### src/rtl/xoa_pkg.sv
package xoa_pkg;

    typedef enum logic {
        POL_LONGEST = 1'b0,
        POL_ROTATE  = 1'b1
    } pol_e;

    function automatic int idx_width(input int n);
        return (n > 1) ? $clog2(n) : 1;
    endfunction

endpackage

### src/rtl/xoa_lfsr.sv
module xoa_lfsr #(
    parameter int          W    = 8,
    parameter logic [W-1:0] TAPS = 8'hB8,
    parameter logic [W-1:0] SEED = 8'h5A
) (
    input  logic         clk,
    input  logic         rst_n,
    output logic [W-1:0] q_o
);

    logic [W-1:0] q_q;

    always_ff @(posedge clk) begin
        if (!rst_n) begin
            q_q <= SEED;
        end else begin
            q_q <= {1'b0, q_q[W-1:1]} ^ (q_q[0] ? TAPS : '0);
        end
    end

    assign q_o = q_q;


    lfsr_nonzero_chk: assert property (@(posedge clk) disable iff (!rst_n)
        q_q != '0);

endmodule

### src/rtl/xoa_first_pick.sv
module xoa_first_pick #(
    parameter int N     = 4,
    parameter int IDX_W = 2
) (
    input  logic [N-1:0]     req_i,
    input  logic [IDX_W-1:0] start_i,
    output logic             found_o,
    output logic [IDX_W-1:0] idx_o
);

    int j;

    always_comb begin
        found_o = 1'b0;
        idx_o   = '0;
        j       = 0;
        for (int k = 0; k < N; k++) begin
            j = int'(start_i) + k;
            if (j >= N) j = j - N;
            if (!found_o && req_i[j]) begin
                found_o = 1'b1;
                idx_o   = j[IDX_W-1:0];
            end
        end
    end

endmodule

### src/rtl/xoa_max_pick.sv
module xoa_max_pick #(
    parameter int N     = 4,
    parameter int OCC_W = 3,
    parameter int IDX_W = 2
) (
    input  logic [N-1:0]       req_i,
    input  logic [N*OCC_W-1:0] occ_i,
    input  logic [IDX_W-1:0]   start_i,
    output logic               found_o,
    output logic [IDX_W-1:0]   idx_o
);

    int             j;
    logic [OCC_W-1:0] best;
    logic [OCC_W-1:0] cur;

    always_comb begin
        found_o = 1'b0;
        idx_o   = '0;
        best    = '0;
        cur     = '0;
        j       = 0;
        for (int k = 0; k < N; k++) begin
            j = int'(start_i) + k;
            if (j >= N) j = j - N;
            cur = occ_i[j*OCC_W +: OCC_W];
            if (req_i[j] && (!found_o || cur > best)) begin
                found_o = 1'b1;
                idx_o   = j[IDX_W-1:0];
                best    = cur;
            end
        end
    end


    max_found_chk: assert final (found_o == (|req_i));

endmodule

### src/rtl/xbar_out_arbiter.sv
module xbar_out_arbiter
    import xoa_pkg::*;
#(
    parameter int N      = 4,
    parameter int OCC_W  = 3,
    parameter int LFSR_W = 8
) (
    input  logic               clk,
    input  logic               rst_n,
    input  logic               mode_i,
    input  logic [N-1:0]       nonempty_i,
    input  logic [N*OCC_W-1:0] occ_i,
    output logic [N-1:0]       gnt_o,
    output logic               vld_o
);

    localparam int               IDX_W    = idx_width(N);
    localparam logic [IDX_W-1:0] LAST_IDX = IDX_W'(N - 1);
    localparam logic [N-1:0]     ONE_HOT0 = N'(1);

    pol_e             state_q, state_d;
    logic [IDX_W-1:0] ptr_q, ptr_d;
    logic [N-1:0]     gnt_q, gnt_d;
    logic             vld_q, vld_d;

    logic [LFSR_W-1:0] rnd;
    logic [IDX_W-1:0]  rot_start;
    int                rot_tmp;

    logic             rr_found, mx_found, sel_found;
    logic [IDX_W-1:0] rr_idx, mx_idx, sel_idx;

    xoa_lfsr #(.W(LFSR_W)) u_lfsr (
        .clk   (clk),
        .rst_n (rst_n),
        .q_o   (rnd)
    );

    always_comb begin
        rot_tmp   = int'(rnd) % N;
        rot_start = rot_tmp[IDX_W-1:0];
    end

    xoa_first_pick #(.N(N), .IDX_W(IDX_W)) u_rr (
        .req_i   (nonempty_i),
        .start_i (ptr_q),
        .found_o (rr_found),
        .idx_o   (rr_idx)
    );

    xoa_max_pick #(.N(N), .OCC_W(OCC_W), .IDX_W(IDX_W)) u_max (
        .req_i   (nonempty_i),
        .occ_i   (occ_i),
        .start_i (rot_start),
        .found_o (mx_found),
        .idx_o   (mx_idx)
    );

    // policy state transitions
    always_comb begin
        state_d = state_q;
        unique case (state_q)
            POL_LONGEST: if (mode_i)  state_d = POL_ROTATE;   // TO_ROTATE
            POL_ROTATE:  if (!mode_i) state_d = POL_LONGEST;  // TO_LONGEST
            default:     state_d = POL_LONGEST;
        endcase
    end

    // decision outputs per state
    always_comb begin
        sel_found = 1'b0;
        sel_idx   = '0;
        unique case (state_q)
            POL_LONGEST: begin
                sel_found = mx_found;
                sel_idx   = mx_idx;
            end
            POL_ROTATE: begin
                sel_found = rr_found;
                sel_idx   = rr_idx;
            end
            default: begin
                sel_found = 1'b0;
                sel_idx   = '0;
            end
        endcase
        vld_d = sel_found;
        gnt_d = sel_found ? (ONE_HOT0 << sel_idx) : '0;
        ptr_d = ptr_q;
        if (sel_found) begin
            ptr_d = (sel_idx == LAST_IDX) ? '0 : sel_idx + 1'b1;
        end
    end

    always_ff @(posedge clk) begin
        if (!rst_n) begin
            state_q <= POL_LONGEST;
            ptr_q   <= '0;
            gnt_q   <= '0;
            vld_q   <= 1'b0;
        end else begin
            state_q <= state_d;
            ptr_q   <= ptr_d;
            gnt_q   <= gnt_d;
            vld_q   <= vld_d;
        end
    end

    assign gnt_o = gnt_q;
    assign vld_o = vld_q;


    gnt_onehot_chk: assert property (@(posedge clk) disable iff (!rst_n)
        $onehot0(gnt_o) && (vld_o == (gnt_o != '0)));


    work_conserve_chk: assert property (@(posedge clk) disable iff (!rst_n)
        (|nonempty_i) |=> vld_o);


    no_idle_grant_chk: assert property (@(posedge clk) disable iff (!rst_n)
        !(|nonempty_i) |=> !vld_o);


    grant_flagged_chk: assert property (@(posedge clk) disable iff (!rst_n)
        (|nonempty_i) |=> (gnt_o & ~$past(nonempty_i)) == '0);


    ptr_hold_chk: assert property (@(posedge clk) disable iff (!rst_n)
        !(|nonempty_i) |=> $stable(ptr_q));

endmodule

### config.mk
export PLATFORM = sky130hd
export DESIGN_NAME = xbar_out_arbiter
export DESIGN_NICKNAME = d
export VERILOG_FILES = /design/src/rtl/xoa_pkg.sv /design/src/rtl/xoa_lfsr.sv /design/src/rtl/xoa_first_pick.sv /design/src/rtl/xoa_max_pick.sv /design/src/rtl/xbar_out_arbiter.sv
export SDC_FILE = /design/constraint.sdc
export NUM_CORES = 1
export LEC_CHECK = 0
export BUFFER_PORTS_ARGS = -buffer_cell sky130_fd_sc_hd__buf_2
export CAP_MARGIN = 25
export CORE_ASPECT_RATIO = 2
export CORE_MARGIN = 10
export CORE_UTILIZATION = 65
export CTS_BUF_LIST = sky130_fd_sc_hd__clkbuf_8 sky130_fd_sc_hd__clkbuf_16
export CTS_CLUSTER_DIAMETER = 100
export DETAILED_ROUTE_END_ITERATION = 12
export PLACE_DENSITY = 0.87
export SYNTH_ARGS = -nofsm -noshare
export SYNTH_HDL_FRONTEND = slang
export SYNTH_SLANG_ARGS = --single-unit
export TNS_END_PERCENT = 30
### constraint.sdc
create_clock -name clk -period 22.2 [get_ports clk]
set_input_delay 3.33 -clock clk [delete_from_list [all_inputs] [get_ports clk]]
set_output_delay 3.33 -clock clk [all_outputs]
set_load 0.02 [all_outputs]
* After elaboration in Yosys (flattened, before gate mapping) *
Index checks and enable logic that the tools add are counted.
Widths: inputs -> output; s select.

storage, ports and cells
  input port bits = 19
  output and inout port bits = 5
  bits in registers = 16

cells by class
  bitwise gates (word level) = 2
  multiplexer cells = 56
  multipliers = 4
  reductions and logical operators = 16
  $lt $le $gt $ge = 19
  shifts and indexed selects = 5
  equal/unequal tests = 1
  add/sub/neg operators = 15

operator list
  kind                   number
  $lt 32x4->1 const B    8
  $mux 32                8
  $ge 32x4->1 const B    6
  $sub 32x4->32 const B  6
  $mul 32x3->32 const B  4
  $shiftx 12x32->3       4
  $mux 1                 25
  $mux 2                 9
  $bmux 1 s2             8
  $add 2x2->3 const B    4
  $gt 3x3->1             3
  $mux 3                 3
  $mux 8                 1
  $sub 2x3->4 const B    2
  $xor 7x8->8            1
  $add 2x1->3 const B    2
  $ge 2x3->1 const B     2
  $logic_and 1x1->1      6
  $logic_not 1->1        6
  $pmux 2 s2             1
  $shl 1x2->4 const A    1
  $logic_or 1x1->1       3
  $add 2x1->2 const B    1
  $eq 2x2->1 const B     1
  other kinds (3)        3

* Depth between registers and ports, before layout *
  depth in word-level cells = 21
  gate-level depth with buffers = 42
  mapped depth without buffers = 36

* Hierarchy *
Synthesis repeated with hierarchy kept, for this count alone.

second synthesis, totals
  cells, all modules = 294
  area total of the unflattened synthesis = 2,404.8 um^2

modules (own cells, without submodules)
  module            times used  area an instance (um^2)  cells an instance
  xoa_max_pick      1           1,756.7                  229
  xbar_out_arbiter  1           337.8                    31
  xoa_lfsr          1           232.7                    19
  xoa_first_pick    1           77.6                     15

* Worst setup path before layout *
OpenSTA, ideal clock, no wires.

  path type = in2reg
  start = input port occ_i[6]
  end = register ptr_q[1]
  cell stages on the path = 28
  slack = 13,684 ps
  data arrival time = 8,400 ps
  cells stage by stage = nor2b_1 or2_2 mux4_2 o32ai_1 inv_1 ha_1 nand3_1 o21ai_0 o21ai_0 nand2_1 and2_0 o21ba_2 inv_1 ha_1 nand3_1 o21ai_0 o21ai_0 nand2_1 mux2i_1 ha_1 a211oi_1 o22ai_2 a32oi_1 or4b_4 nand3_4 ha_1 mux2i_1 nor2b_1

on the way
  longest elaborated chain between the ends = 17
  elaborated cells between the ends (all ways) = 29
  those cells by class = 1 x add/sub; 3 x order compare; 1 x eq/ne; 4 x shift; 12 x mux; 8 x reduce/logical

ends and longest elaborated chain
  element                                               RTL line                 source
  start: declaration                                    xbar_out_arbiter.sv:12   input logic [N*OCC_W-1:0] occ_i,
  $shiftx 12x32->3                                      xoa_max_pick.sv:26       cur = occ_i[j*OCC_W +: OCC_W];
  $mux 3                                                xoa_max_pick.sv:27       if (req_i[j] && (!found_o || cur > best)) begin
  $gt 3x3->1                                            xoa_max_pick.sv:27
  $logic_or 1x1->1                                      xoa_max_pick.sv:27
  $logic_and 1x1->1                                     xoa_max_pick.sv:27
  $mux 3 / $mux 1 (equally long branches)               xoa_max_pick.sv:27
  $gt 3x3->1 / $logic_not 1->1 (equally long branches)  xoa_max_pick.sv:27
  $logic_or 1x1->1                                      xoa_max_pick.sv:27
  (+2 left out)                                         --
  $gt 3x3->1 / $logic_not 1->1 (equally long branches)  xoa_max_pick.sv:27
  $logic_or 1x1->1                                      xoa_max_pick.sv:27
  $logic_and 1x1->1                                     xoa_max_pick.sv:27
  $mux 2 *                                              xoa_max_pick.sv:27
  $pmux 2 s2 *                                          xbar_out_arbiter.sv:73   unique case (state_q)
  named net sel_idx[0]                                  xbar_out_arbiter.sv:31   logic [IDX_W-1:0] rr_idx, mx_idx, sel_idx;
  $add 2x1->2 / $eq 2x2->1 (equally long branches)      xbar_out_arbiter.sv:91   ptr_d = (sel_idx == LAST_IDX) ? '0 : sel_idx + 1'b1;
  $mux 2 *                                              xbar_out_arbiter.sv:91
  end signal: assignment                                xbar_out_arbiter.sv:103  ptr_q <= ptr_d;
  end: declaration                                      xbar_out_arbiter.sv:22   logic [IDX_W-1:0] ptr_q, ptr_d;

Mark *: on every way through the listed nets, which the timed path passes. The rest lies on a longest branch.
A chain may end at the register's enable or synchronous reset.

* Worst setup path after layout *
  start = input port occ_i[6]
  end = register ptr_q[1]

on the way
  longest elaborated chain between the ends = 17
  elaborated cells between the ends (all ways) = 29
  those cells by class = 1 x add/sub; 3 x order compare; 1 x eq/ne; 4 x shift; 12 x mux; 8 x reduce/logical

ends and longest elaborated chain
  element                                               RTL line
  $shiftx 12x32->3                                      xoa_max_pick.sv:26
  $mux 3                                                xoa_max_pick.sv:27
  $gt 3x3->1                                            xoa_max_pick.sv:27
  $logic_or 1x1->1                                      xoa_max_pick.sv:27
  $logic_and 1x1->1                                     xoa_max_pick.sv:27
  $mux 3 / $mux 1 (equally long branches)               xoa_max_pick.sv:27
  $gt 3x3->1 / $logic_not 1->1 (equally long branches)  xoa_max_pick.sv:27
  $logic_or 1x1->1                                      xoa_max_pick.sv:27
  $logic_and 1x1->1                                     xoa_max_pick.sv:27
  $mux 3 / $mux 1 (equally long branches)               xoa_max_pick.sv:27
  $gt 3x3->1 / $logic_not 1->1 (equally long branches)  xoa_max_pick.sv:27
  $logic_or 1x1->1                                      xoa_max_pick.sv:27
  $logic_and 1x1->1                                     xoa_max_pick.sv:27
  $mux 2                                                xoa_max_pick.sv:27
  $pmux 2 s2                                            xbar_out_arbiter.sv:73
  $add 2x1->2 / $eq 2x2->1 (equally long branches)      xbar_out_arbiter.sv:91
  $mux 2                                                xbar_out_arbiter.sv:91

Several ways; a longest one is shown, not always the timed one.

==> impl_metrics.ini <==
[logic_synthesis]
ys.flop_type = dfxtp_1
syn_area_per_cell_sq_um = 7.92
yosys.area.top_type = dfxtp_1
ys_top_cells_by_area = dfxtp_1 (14%), ha_1 (9.5%), mux2i_1 (7.6%)
syn_inst = 299
synthDominantCellAreaShare_pct = 13.5
async_reset_ff_share_pct = 0
synth_most_common_cell = nand2_1
synth_warnings = 0
synth_seq_cells = 16
syn_nets = 336
synth-seq-area-share_pct = 13.5
synth-edff-count = 0
netlist_top_cells_count = nand2_1 (28), nor2_1 (21), o21ai_0 (20)
synth.distinct_cells = 58
syn-cell-area_sq_um = 2370

[pwr]
p_per_area_nw_per_um2 = 71.7
leakage_nw = 1.08
peakVddDrop_mv = 0.0679

[critical_path]
cp_common_cell = ha_1
reg2reg_from = u_lfsr.q_o[0]
slowest_stage = a222oi_1
rrSetupSlack_ps = 14140
setup.worst_path.end_class = flop
timing.rr.end = ptr_q[1]
path_class = input pin to flop
critPathLaunchType = input pin
reg2reg_depth = 31
max_stage_delay_ps = 500
critPathRequiredTime_ps = 22330
crit_fanout = 6
cp.arrival_ps = 9300

[placement]
port_buffers = 23
routabilityCongestion = 1.02
dp_slack_ps = 12890
dp_hpwl_microns = 5270

[finish]
multi_input_area_sq_um = 1890
seq_area_sq_um = 322
n_antenna_cell = 0
area_delta_synth_final_pct = 6.34
num-fill-cells = 323
drive_above_1_share_pct = 16.9
nets = 345
final_core_util_pct = 70.6

[global_routing]
antenna_found_initial = 0
track_usage_pct = 21.5
grt_pass1_wl_microns = 11800
overflow = 0
grt_max_degree = 57
grt_pass1_vias = 2453

[routing]
wl_per_cell_microns = 19.9
ant_nets = 0
detail_route.iter0.violations = 225
drt_wl_total_microns = 7100
vias = 2427
routed_via_density = 6.82
drc = 0
dr.pass1.iters = 6

[hold_path]
holdPathEnd = u_lfsr.q_o[6]
hold_start = u_lfsr.q_o[7]
hp-class = flop to flop
min_delay_path_depth = 1

[floorplanning]
core_sq_um = 3570
io_pins = 24
row_count = 31
dieWidth_microns = 62.7
die-area_sq_um = 6610
start_util_pct = 66.4
die_h_microns = 105

[sta]
skew_ps = 2.37
finalSetupViolCount = 0
hold_violations = 0
min_period_ps = 9170
tightest_slew_ps = 827
rsz0062_at_grt = no
max_clock_freq_ghz = 0.109
fin_ws_ps = 13030
period_share_pct = 41.3
setup_tns_ps = 0
relSlewSlack_pct = 44.8
slew_violations = 0

[clock_tree]
cts_tree = yes
insertion_delay_ps = 240
clock_sinks = 16
cts_setup_buffers = 0
clk_pin_slew_ps = 60
ctsResizeCount = 0
cts-root-buf = clkbuf_8
cts_made_buffers = 3
clock_path_buffers = 2
h-tree-depth = 1
cts_hold_buf = 0

[job]
maxCapViolCount = 0

[status]
outcome = complete, no violations
## worst max-delay path: cells and delay by family
kind                     cells  cell delay, ps
AO/OA/AOI/OAI               12            2980
buffers and inverters        3             290
AND/OR/NAND/NOR              5             830
multiplexers                 3             650
adder cells (fa/ha/maj)      4            1200
## where the power goes
part           total [mW]  internal [mW]  switching [mW]
Combinational       0.118         0.0490          0.0691
Clock              0.0249         0.0157         0.00924
Sequential         0.0376         0.0340         0.00358
Total               0.181         0.0987          0.0819
## registers in the layout, summed over array words and instances (netlist names)
signal,count
state_q,1
vld_o,1
gnt_o,4
u_lfsr.q_o,8
ptr_q,2
## routing by layer
metal / GRT usage [%] / routed length, microns / part of all wire [%]
met1: 21.2 / 2460 / 35
met4: 15.9 / 479 / 6.7
met5: 0 / 0 / 0
met2: 39.9 / 3800 / 53
met3: 2.12 / 360 / 5.1
## per-stage QoR
| step | instance area [sq um] | total power, mW | hold slack [ps] | std cells |
|---|---|---|---|---|
| finish | 2520 | 0.181 | 429 | 356 |
| global route | 2520 | 0.195 | 445 | 356 |
| CTS | 2520 | 0.179 | 429 | 356 |
| detailed placement | 2460 | 0.152 | 410 | 352 |
| global placement | 2460 | 0.149 | 389 | 352 |
| floorplan | 2370 | 0.126 | 386 | 299 |
## worst max-delay path by stage
stage                     startpoint       end  slack (ps)  cells past startpoint
after detailed placement    occ_i[6]  ptr_q[1]       12890                     27
after global routing        occ_i[6]  ptr_q[1]       12580                     27
final                       occ_i[6]  ptr_q[1]       13030                     27
after CTS                   occ_i[6]  ptr_q[1]       13120                     27
after floorplan             occ_i[6]  ptr_q[1]       13680                     28
after global placement      occ_i[6]  ptr_q[1]       13090                     27
## placed cells by master, fill, tap and decap left out, types with 5 or more instances in the layout
cell type | netlist | layout
mux4_2 | 7 | 7
ha_1 | 18 | 18
nor2b_1 | 5 | 5
inv_1 | 17 | 17
a21oi_1 | 12 | 12
nand2_1 | 28 | 28
a31oi_1 | 7 | 7
dfxtp_1 | 16 | 15
nor2_1 | 21 | 21
and2_1 | 6 | 6
mux2i_1 | 18 | 18
buf_2 | 9 | 23
o211ai_1 | 5 | 5
o21ai_0 | 20 | 20
nand2b_1 | 10 | 10
a211oi_1 | 12 | 12
nand3_1 | 6 | 6
## kinds of logic after synthesis
family          synth area share (%)
simple gates                    23.2
compound gates                  25.1
buf+inv                         6.81
mux                             20.6
fa+ha+maj                       9.51
flops                           13.5
xor+xnor                        1.11
other cells                    0.158
## area by class of cell
class / count / share of cell area (%)
multi-input combinational: 245 / 74.9
timing repair buffer: 25 / 5.17
tap: 49 / 2.43
sequential: 16 / 12.8
inverter: 17 / 2.53
clock buffer: 4 / 2.19
(Power assumes the default switching activity.)
